$ cat src/rtl/dem_pkg.sv
// Shared constants and helpers for the capacitor role controller.
// Assumes a four-cell MDAC: one feedback cell and three weighted cells.
package dem_pkg;
    localparam int N_COMP = 6;             // comparators in the sub-converter
    localparam int N_WT   = N_COMP / 2;    // weighted cells
    localparam int N_CAP  = N_WT + 1;      // total cells
    localparam int CMD_W  = 2;             // bits per cell command
    localparam int CNT_W  = $clog2(N_COMP + 1);
    localparam int IDX_W  = $clog2(N_CAP);
    localparam int PRM_W  = 3;             // raw bits used for the permutation

    localparam logic [CMD_W-1:0] CMD_ZERO = 2'b00;
    localparam logic [CMD_W-1:0] CMD_POS  = 2'b01;
    localparam logic [CMD_W-1:0] CMD_NEG  = 2'b11;

    // Base-list slot used by the given output position under permutation p.
    function automatic logic [1:0] perm_slot(input logic [2:0] p, input int pos);
        logic [5:0] row;
        case (p)
            3'd0:    row = {2'd2, 2'd1, 2'd0};
            3'd1:    row = {2'd1, 2'd2, 2'd0};
            3'd2:    row = {2'd2, 2'd0, 2'd1};
            3'd3:    row = {2'd0, 2'd2, 2'd1};
            3'd4:    row = {2'd1, 2'd0, 2'd2};
            default: row = {2'd0, 2'd1, 2'd2};
        endcase
        return row[pos*2 +: 2];
    endfunction
endpackage

$ cat src/rtl/dem_lfsr.sv
// Fibonacci shift register used as the role randomiser.
// Assumes a nonzero seed; it shifts left once per enable pulse.
module dem_lfsr #(
    parameter int              W    = 16,
    parameter logic [W-1:0]    SEED = 16'hACE1,
    parameter logic [W-1:0]    TAPS = 16'hB400
) (
    input  logic         clk,
    input  logic         rst_n,
    input  logic         step,
    output logic [W-1:0] state
);
    logic feed;

    // Feedback bit: parity of the tapped positions.
    always_comb feed = ^(state & TAPS);

    // Register update: load seed on reset, shift on step.
    always_ff @(posedge clk) begin
        if (!rst_n)    state <= SEED;
        else if (step) state <= {state[W-2:0], feed};
    end
endmodule

$ cat src/rtl/dem_therm_decode.sv
// Counts the ones of the comparator word and flags non-thermometer words.
// Assumes bit 0 is the lowest threshold comparator.
module dem_therm_decode
    import dem_pkg::*;
(
    input  logic [N_COMP-1:0] therm,
    output logic [CNT_W-1:0]  count,
    output logic              bubble
);
    // Population count followed by a shape check against the ideal fill.
    always_comb begin
        count  = '0;
        bubble = 1'b0;
        for (int i = 0; i < N_COMP; i++)
            count = count + CNT_W'(therm[i]);
        for (int i = 0; i < N_COMP; i++)
            if (therm[i] != (CNT_W'(i) < count)) bubble = 1'b1;
    end
endmodule

$ cat src/rtl/dem_weight_map.sv
// Splits the total level into three unit weights and places them on the
// non-feedback cells following a chosen permutation.
// Assumes count <= N_COMP and perm_idx < 6.
module dem_weight_map
    import dem_pkg::*;
(
    input  logic [CNT_W-1:0]       count,
    input  logic [IDX_W-1:0]       fb_idx,
    input  logic [PRM_W-1:0]       perm_idx,
    output logic [N_CAP-1:0]       fb_onehot,
    output logic [N_CAP*CMD_W-1:0] cmd
);
    logic signed [CNT_W:0]   total;
    logic [CMD_W-1:0]        base [N_WT];

    // Level relative to mid-scale.
    always_comb total = $signed({1'b0, count}) - (CNT_W+1)'(N_WT);

    // Fixed split of the level into the base slot list.
    always_comb begin
        for (int s = 0; s < N_WT; s++) begin
            if (total > s)        base[s] = CMD_POS;
            else if (-total > s)  base[s] = CMD_NEG;
            else                  base[s] = CMD_ZERO;
        end
    end

    // Cell assignment: feedback cell gets zero, the rest take permuted slots.
    always_comb begin
        int pos;
        pos       = 0;
        fb_onehot = '0;
        cmd       = '0;
        for (int c = 0; c < N_CAP; c++) begin
            if (IDX_W'(c) == fb_idx) begin
                fb_onehot[c] = 1'b1;
            end else begin
                cmd[c*CMD_W +: CMD_W] = base[perm_slot(perm_idx, pos)];
                pos = pos + 1;
            end
        end
    end
endmodule

$ cat src/rtl/dem_cap_ctrl.sv
// Top of the capacitor role controller. On each conversion strobe it
// samples the comparator word, derives the feedback cell and reference
// commands (randomised or fixed), and holds them for the amplify phase.
// Assumes conv_strobe pulses once per conversion.
module dem_cap_ctrl
    import dem_pkg::*;
#(
    parameter int                 LFSR_W    = 16,
    parameter logic [LFSR_W-1:0]  LFSR_SEED = 16'hACE1,
    parameter logic [LFSR_W-1:0]  LFSR_TAPS = 16'hB400
) (
    input  logic                   clk,
    input  logic                   rst_n,
    input  logic                   conv_strobe,
    input  logic [N_COMP-1:0]      comp_therm,
    input  logic                   dem_en,
    output logic [N_CAP-1:0]       fb_sel,
    output logic [N_CAP*CMD_W-1:0] ref_cmd,
    output logic                   bubble_err
);
    localparam logic [N_CAP-1:0] FB_RESET = N_CAP'(1);

    logic [LFSR_W-1:0]       rnd;
    logic [CNT_W-1:0]        count;
    logic                    bubble;
    logic [IDX_W-1:0]        fb_idx;
    logic [PRM_W-1:0]        perm_raw;
    logic [PRM_W-1:0]        perm_idx;
    logic [N_CAP-1:0]        fb_next;
    logic [N_CAP*CMD_W-1:0]  cmd_next;

    dem_lfsr #(.W(LFSR_W), .SEED(LFSR_SEED), .TAPS(LFSR_TAPS)) u_lfsr (
        .clk   (clk),
        .rst_n (rst_n),
        .step  (conv_strobe),
        .state (rnd)
    );

    dem_therm_decode u_dec (
        .therm  (comp_therm),
        .count  (count),
        .bubble (bubble)
    );

    // Role selection: random bits when enabled, fixed choice otherwise.
    always_comb begin
        perm_raw = rnd[IDX_W +: PRM_W];
        if (dem_en) begin
            fb_idx   = rnd[IDX_W-1:0];
            perm_idx = (perm_raw >= PRM_W'(6)) ? perm_raw - PRM_W'(6) : perm_raw;
        end else begin
            fb_idx   = '0;
            perm_idx = '0;
        end
    end

    dem_weight_map u_map (
        .count     (count),
        .fb_idx    (fb_idx),
        .perm_idx  (perm_idx),
        .fb_onehot (fb_next),
        .cmd       (cmd_next)
    );

    // Output registers: capture on strobe, hold through amplify phase.
    always_ff @(posedge clk) begin
        if (!rst_n) begin
            fb_sel     <= FB_RESET;
            ref_cmd    <= '0;
            bubble_err <= 1'b0;
        end else if (conv_strobe) begin
            fb_sel     <= fb_next;
            ref_cmd    <= cmd_next;
            bubble_err <= bubble;
        end
    end
endmodule

$ cat config.mk
export PLATFORM = sky130hd
export DESIGN_NAME = dem_cap_ctrl
export DESIGN_NICKNAME = d
export VERILOG_FILES = /design/src/rtl/dem_pkg.sv /design/src/rtl/dem_lfsr.sv /design/src/rtl/dem_therm_decode.sv /design/src/rtl/dem_weight_map.sv /design/src/rtl/dem_cap_ctrl.sv
export SDC_FILE = /design/constraint.sdc
export NUM_CORES = 1
export LEC_CHECK = 0
export BUFFER_PORTS_ARGS = -buffer_cell sky130_fd_sc_hd__buf_4
export CAP_MARGIN = 20
export CORE_AREA = 10 10 77 79
export CTS_BUF_LIST = sky130_fd_sc_hd__clkbuf_16
export CTS_CLUSTER_SIZE = 30
export DETAILED_ROUTE_END_ITERATION = 10
export DIE_AREA = 0 0 87 89
export MAX_ROUTING_LAYER = met4
export PLACE_DENSITY = 0.58
export SYNTH_ARGS = -nofsm -noshare
export SYNTH_HDL_FRONTEND = slang
export SYNTH_SLANG_ARGS = --single-unit
$ cat constraint.sdc
create_clock -name clk -period 3 [get_ports clk]
set_input_delay 0.3 -clock clk [delete_from_list [all_inputs] [get_ports clk]]
set_output_delay 0.3 -clock clk [all_outputs]
set_load 0.005 [all_outputs]
[Yosys cells after proc, flatten, opt, wreduce, memory -nomap -nowiden]
Cells that the tools add are included.
Word-level totals
  memory bits (writable): 0
  memories: 0
  memory bits (read-only): 0
  word-level logic and storage cells: 97
  latch bits: 0
  flip-flop bits (word level): 29
Cells by class
  $lt $le $gt $ge: 17
  add/sub/neg operators: 10
  shifts and indexed selects: 3
  reduce and logical (&&, ||, !) cells: 3
  mux-type cells: 43
  equal/unequal tests: 13
  bitwise gates (word level): 4
  multipliers: 0
  div/mod/pow operators: 0
Operator list (count)
  6-bit by 32-bit variable part select with 2-bit output: 2
  2-bit 2-to-1 mux: 21
  32-bit by 1-bit > comparator with 1-bit output, second input constant: 1
  32-bit by 2-bit > comparator with 1-bit output, second input constant: 1
  32-bit by 3-bit > comparator with 1-bit output, second input constant: 1
  4-bit negation with 32-bit output: 1
  31-bit by 2-bit adder with 31-bit output, second input constant: 1
  31-bit 2-to-1 mux: 1
  6-bit one-hot mux with 5 select lines: 1
  6-bit 2-to-1 mux: 3
  2-bit binary-select mux with 2-bit select: 4
  16-bit XOR reduction: 1
  3-bit greater-or-equal comparator, second input constant: 5
  3-bit by 1-bit adder with 3-bit output: 4
  2-bit inverter with 3-bit output: 4
  1-bit 2-to-1 mux: 11
  3-bit by 2-bit == test with 1-bit output, second input constant: 2
  1-bit by 3-bit less-than comparator with 1-bit output, first input constant: 2
  2-bit by 3-bit less-than comparator with 1-bit output, first input constant: 2
  3-bit less-than comparator, first input constant: 2
  3-bit 2-to-1 mux: 2
  1-bit != test: 6
  6-bit by 3-bit variable part select with 2-bit output: 1
  2-bit == test, first input constant: 2
  other kinds (12): 12

[Logic depth before layout (Yosys ltp)]
  word-level depth: 14
  depth in mapped cells: 12
  gate-level depth less buffers: 11

[Hierarchy]
A second synthesis with hierarchy kept.
Second synthesis, totals
  cell total of the unflattened synthesis: 248
  area, all modules: 2268.4 µm²
Modules (own cells, without submodules)
  dem_weight_map: area each 860.8 µm², seq. area each 0.0 µm², cells each 116, times used 1
  dem_lfsr: area each 630.6 µm², seq. area each 320.3 µm², cells each 54, times used 1
  dem_cap_ctrl: area each 539.3 µm², seq. area each 260.2 µm², cells each 48, times used 1
  dem_therm_decode: area each 237.7 µm², seq. area each 0.0 µm², cells each 30, times used 1

[Worst setup path after synthesis]
OpenSTA, ideal clock, no wires.
  path kind: input -> register
  start point: in comp_therm[0]
  end point: reg ref_cmd[2]
  arrival: 2.756 ns
  stages: 10
  path buffers: 0
  setup time: 0.117 ns
  data required time: 2.883 ns
  setup slack: 0.126 ns
  cell sequence: ha_1 inv_1 fa_1 fa_1 inv_1 fa_1 nor2b_1 nand2_1 o2bb2a_1 a32o_1
On the way
  cells in the longest elaborated chain, start to end: 14
  elaborated cells on any way between the ends: 23
RTL lines
  start, declared: line dem_cap_ctrl.sv:15  | input logic [N_COMP-1:0] comp_therm,
  1-bit by 1-bit adder with 2-bit output *: line dem_therm_decode.sv:15  | count = count + CNT_W'(therm[i]);
  3-bit by 1-bit adder with 3-bit output * (4 in a row): line dem_therm_decode.sv:15
  3-bit by 2-bit subtractor with 4-bit output *: line dem_weight_map.sv:17  | always_comb total = $signed({1'b0, count}) - (CNT_W+1)'(N_WT);
  4-bit negation with 32-bit output: line dem_weight_map.sv:23  | else if (-total > s) base[s] = CMD_NEG;
  32-bit by 3-bit > comparator with 1-bit output (tied with other cells): line dem_weight_map.sv:23
  2-bit 2-to-1 mux: line dem_weight_map.sv:23
  2-bit 2-to-1 mux: line dem_weight_map.sv:22  | if (total > s) base[s] = CMD_POS;
  2-bit binary-select mux with 2-bit select *: line dem_weight_map.sv:38  | cmd[c*CMD_W +: CMD_W] = base[perm_slot(perm_idx, pos)];
  2-bit 2-to-1 mux (implied by the code) * (2 in a row): line dem_weight_map.sv:38
  2-bit 2-to-1 mux *: line dem_weight_map.sv:35  | if (IDX_W'(c) == fb_idx) begin
  end signal, assigned: line dem_cap_ctrl.sv:73  | ref_cmd <= cmd_next;
  end, declared: line dem_cap_ctrl.sv:18  | output logic [N_CAP*CMD_W-1:0] ref_cmd,
Mark *: on every way between the ends. The rest lies on a longest branch, timed or not. The select of a mux whose other input is x is not followed.
A chain may end at the register's enable or synchronous reset.

[Worst setup path after layout]
  start point: in comp_therm[0]
  end point: reg ref_cmd[3]
Same word-level chain as after synthesis.

==> results.cfg <==
[cts]
cts_sinks = 29
cts_hold_buffers = 0
cts_buffers = 5
insertion_delay_ns = 0.27
post-cts-setup-buffers = 0
cts_root_buf = clkbuf_16
htree_levels = 2
cts_resized = 0
clock_path_buffers = 2
path_clk_slew_ns = 0.05
tritoncts = built

[sta]
fmax_mhz = 363.0
fin_skew_ns = 0.005659
min_period_ns = 2.755
hold_ws_ns = 0.3420
setup_violations = 0
fin_crit_sh = 0.9184
worst_pin_slew_ns = 0.4494
slew_viol_final = 0
rsz0062_at_grt = false
slew_headroom = 0.7000
hold_viol_final = 0

[critical_path]
critPathCaptureType = flip-flop
arrival_ns = 2.97
cp-start-kind = input port
reg2reg_from = u_lfsr.state[4]
r2r_end = ref_cmd[5]
worst-setup-path-type = in -> reg
critPathRequiredTime_ns = 3.21
r2r_cells = 6
ff2ff_setup_slack_ns = 1.22
cp_max_fo = 6

[min_path]
min-delay-path-class = in -> reg
holdPathStages = 2
hold_end = u_lfsr.state[15]
min_from = rst_n

[synthesis]
syn_inst = 201
synth_area_sq_mm = 0.001712
ys_warn_count = 0
synth_edf_count = 0
ys_seq_area_frac = 0.3392
async_reset_ff_frac = 0
synth.distinct_cells = 42
dominantRegCellSynth = dfxtp_1
synth_nets = 215
ys_seq_elements = 29
avgSynthCellArea_sq_um = 8.516

[grt]
grt_pass1_vias = 1422
antenna_found_initial = 0
grt_start_max_net_pins = 30
grt_pass1_wl_mm = 6.824
grtUsageTotal = 0.1109
gr-total-overflow = 0

[flow_run]
cap_violations = 0

[detailed_routing]
ant_nets = 0
avgRoutedWirePerCell_um = 13.98
drc = 0
drtIter0Drc = 147
firstDrtPassIters = 4
num_vias = 1464
viasPerCell = 5.173
totalWireLength_mm = 3.957

[power_and_ir_drop]
power_density_mw_per_mm2 = 646.3
power_mw = 1.373
vdd_drop_max_uv = 447.9
power_leakage_nw = 0.8921

[die]
fp.dieW_um = 87
die_h_um = 89
start_util = 0.3774
ioPinCount = 23
die-area_sq_mm = 0.007743
rows = 25
core_sq_mm = 0.004536

[cells_and_area]
final_common_cell = buf_4
antenna_cells = 0
drive_above_1_share = 0.2052
nets = 242
layout_common_cells = buf_4 (36), dfxtp_1 (29), nand2_1 (21)
nFillCells = 443
syn2layout_area_growth_pct = 24.12

[placement]
hpwl_mm = 2.901
routabilityCongestion = 0.8648
port_buffers = 22

[status]
status = completed
[worst max path at each step]
stage                  startpoint          to  slack, ns  cells after the start
floorplan           comp_therm[0]  ref_cmd[2]       0.13                     10
global placement    comp_therm[0]  ref_cmd[3]      -0.02                     13
detailed placement  comp_therm[0]  ref_cmd[5]      -0.05                     12
CTS                 comp_therm[0]  ref_cmd[5]       0.23                     12
global route        comp_therm[0]  ref_cmd[5]       0.05                     12
finish              comp_therm[0]  ref_cmd[3]       0.24                     13
[metal layers]
layer / global-route usage / part of all wire
met4: 0.02209 / 0.0043
met5: - / 0
met1: 0.1445 / 0.48
met3: 0.04102 / 0.069
met2: 0.1599 / 0.45
[through the flow]
stage          std cells  TNS [ns]  worst slack, ns  utilization  cell area [sq um]
2_1_floorplan        201         0           0.1265            -               1712
3_3_place_gp         275  -0.01699         -0.01656       0.4317               1958
3_5_place_dp         275   -0.1159         -0.05032       0.4317               1958
4_1_cts              283         0           0.2328       0.4684               2125
5_1_grt              283         0          0.04754       0.4684               2125
6_report             283         0           0.2448       0.4684               2125
[power breakdown]
group          internal (mW)  leakage (nW)  switching [mW]
Clock                  0.388        0.0775           0.173
Sequential             0.418         0.239          0.0268
Combinational          0.185         0.576           0.183
[Yosys cell counts, drive strengths merged (2+ instances only)]
| cell | n | area share |
|---|---|---|
| clkbuf | 8 | 0.018 |
| nor3 | 3 | 0.0088 |
| nor2 | 8 | 0.018 |
| mux2i | 15 | 0.088 |
| dfxtp | 29 | 0.34 |
| and2 | 2 | 0.0073 |
| a21boi | 2 | 0.0088 |
| buf | 8 | 0.036 |
| fa | 3 | 0.035 |
| o21ai | 12 | 0.035 |
| nand2b | 3 | 0.011 |
| nand3 | 8 | 0.023 |
| nand3b | 3 | 0.013 |
| a22oi | 2 | 0.0088 |
| o21a | 3 | 0.013 |
| o31ai | 2 | 0.0088 |
| inv | 10 | 0.022 |
| xnor2 | 4 | 0.020 |
| a211o | 2 | 0.010 |
| xor2 | 2 | 0.021 |
| nor2b | 17 | 0.062 |
| a31oi | 4 | 0.015 |
| a32o | 2 | 0.012 |
| o211ai | 4 | 0.018 |
| o2bb2ai | 3 | 0.015 |
| nand2 | 21 | 0.046 |
| a21oi | 9 | 0.026 |
[state kept, by name, summed over array words and instances (netlist names)]
register	flops
bubble_err	1
ref_cmd	8
u_lfsr.state	16
fb_sel	4
[cell families after synthesis]
family	after synthesis	share of synthesized area
AO/OA/AOI/OAI	50	0.1952
XOR/XNOR	6	0.04167
adder cells (fa/ha/maj)	4	0.04240
buffers and inverters	27	0.07749
flip-flops	29	0.3392
multiplexers	15	0.08772
AND/OR/NAND/NOR	70	0.2164
[worst max-delay path: stages]
cell	delay, ns
buf_4	0.11
ha_1	0.28
inv_1	0.07
fa_1	0.42
fa_1	0.37
inv_1	0.08
fa_1	0.49
buf_4	0.20
nor2b_1	0.11
a22oi_1	0.07
o211ai_1	0.17
o2bb2ai_1	0.14
a32o_1	0.18
[layout make-up]
| type | instances | area, sq um | area share |
|---|---|---|---|
| timing repair buffer | 36 | 270.3 | 0.1272 |
| sequential | 29 | 580.6 | 0.2733 |
| tap | 54 | 67.56 | 0.03180 |
| multi-input combinational | 145 | 998.5 | 0.4700 |
| inverter | 11 | 41.29 | 0.01943 |
| clock buffer | 5 | 125.1 | 0.05889 |
| clock inverter | 3 | 41.29 | 0.01943 |
(Power assumes the default switching activity.)
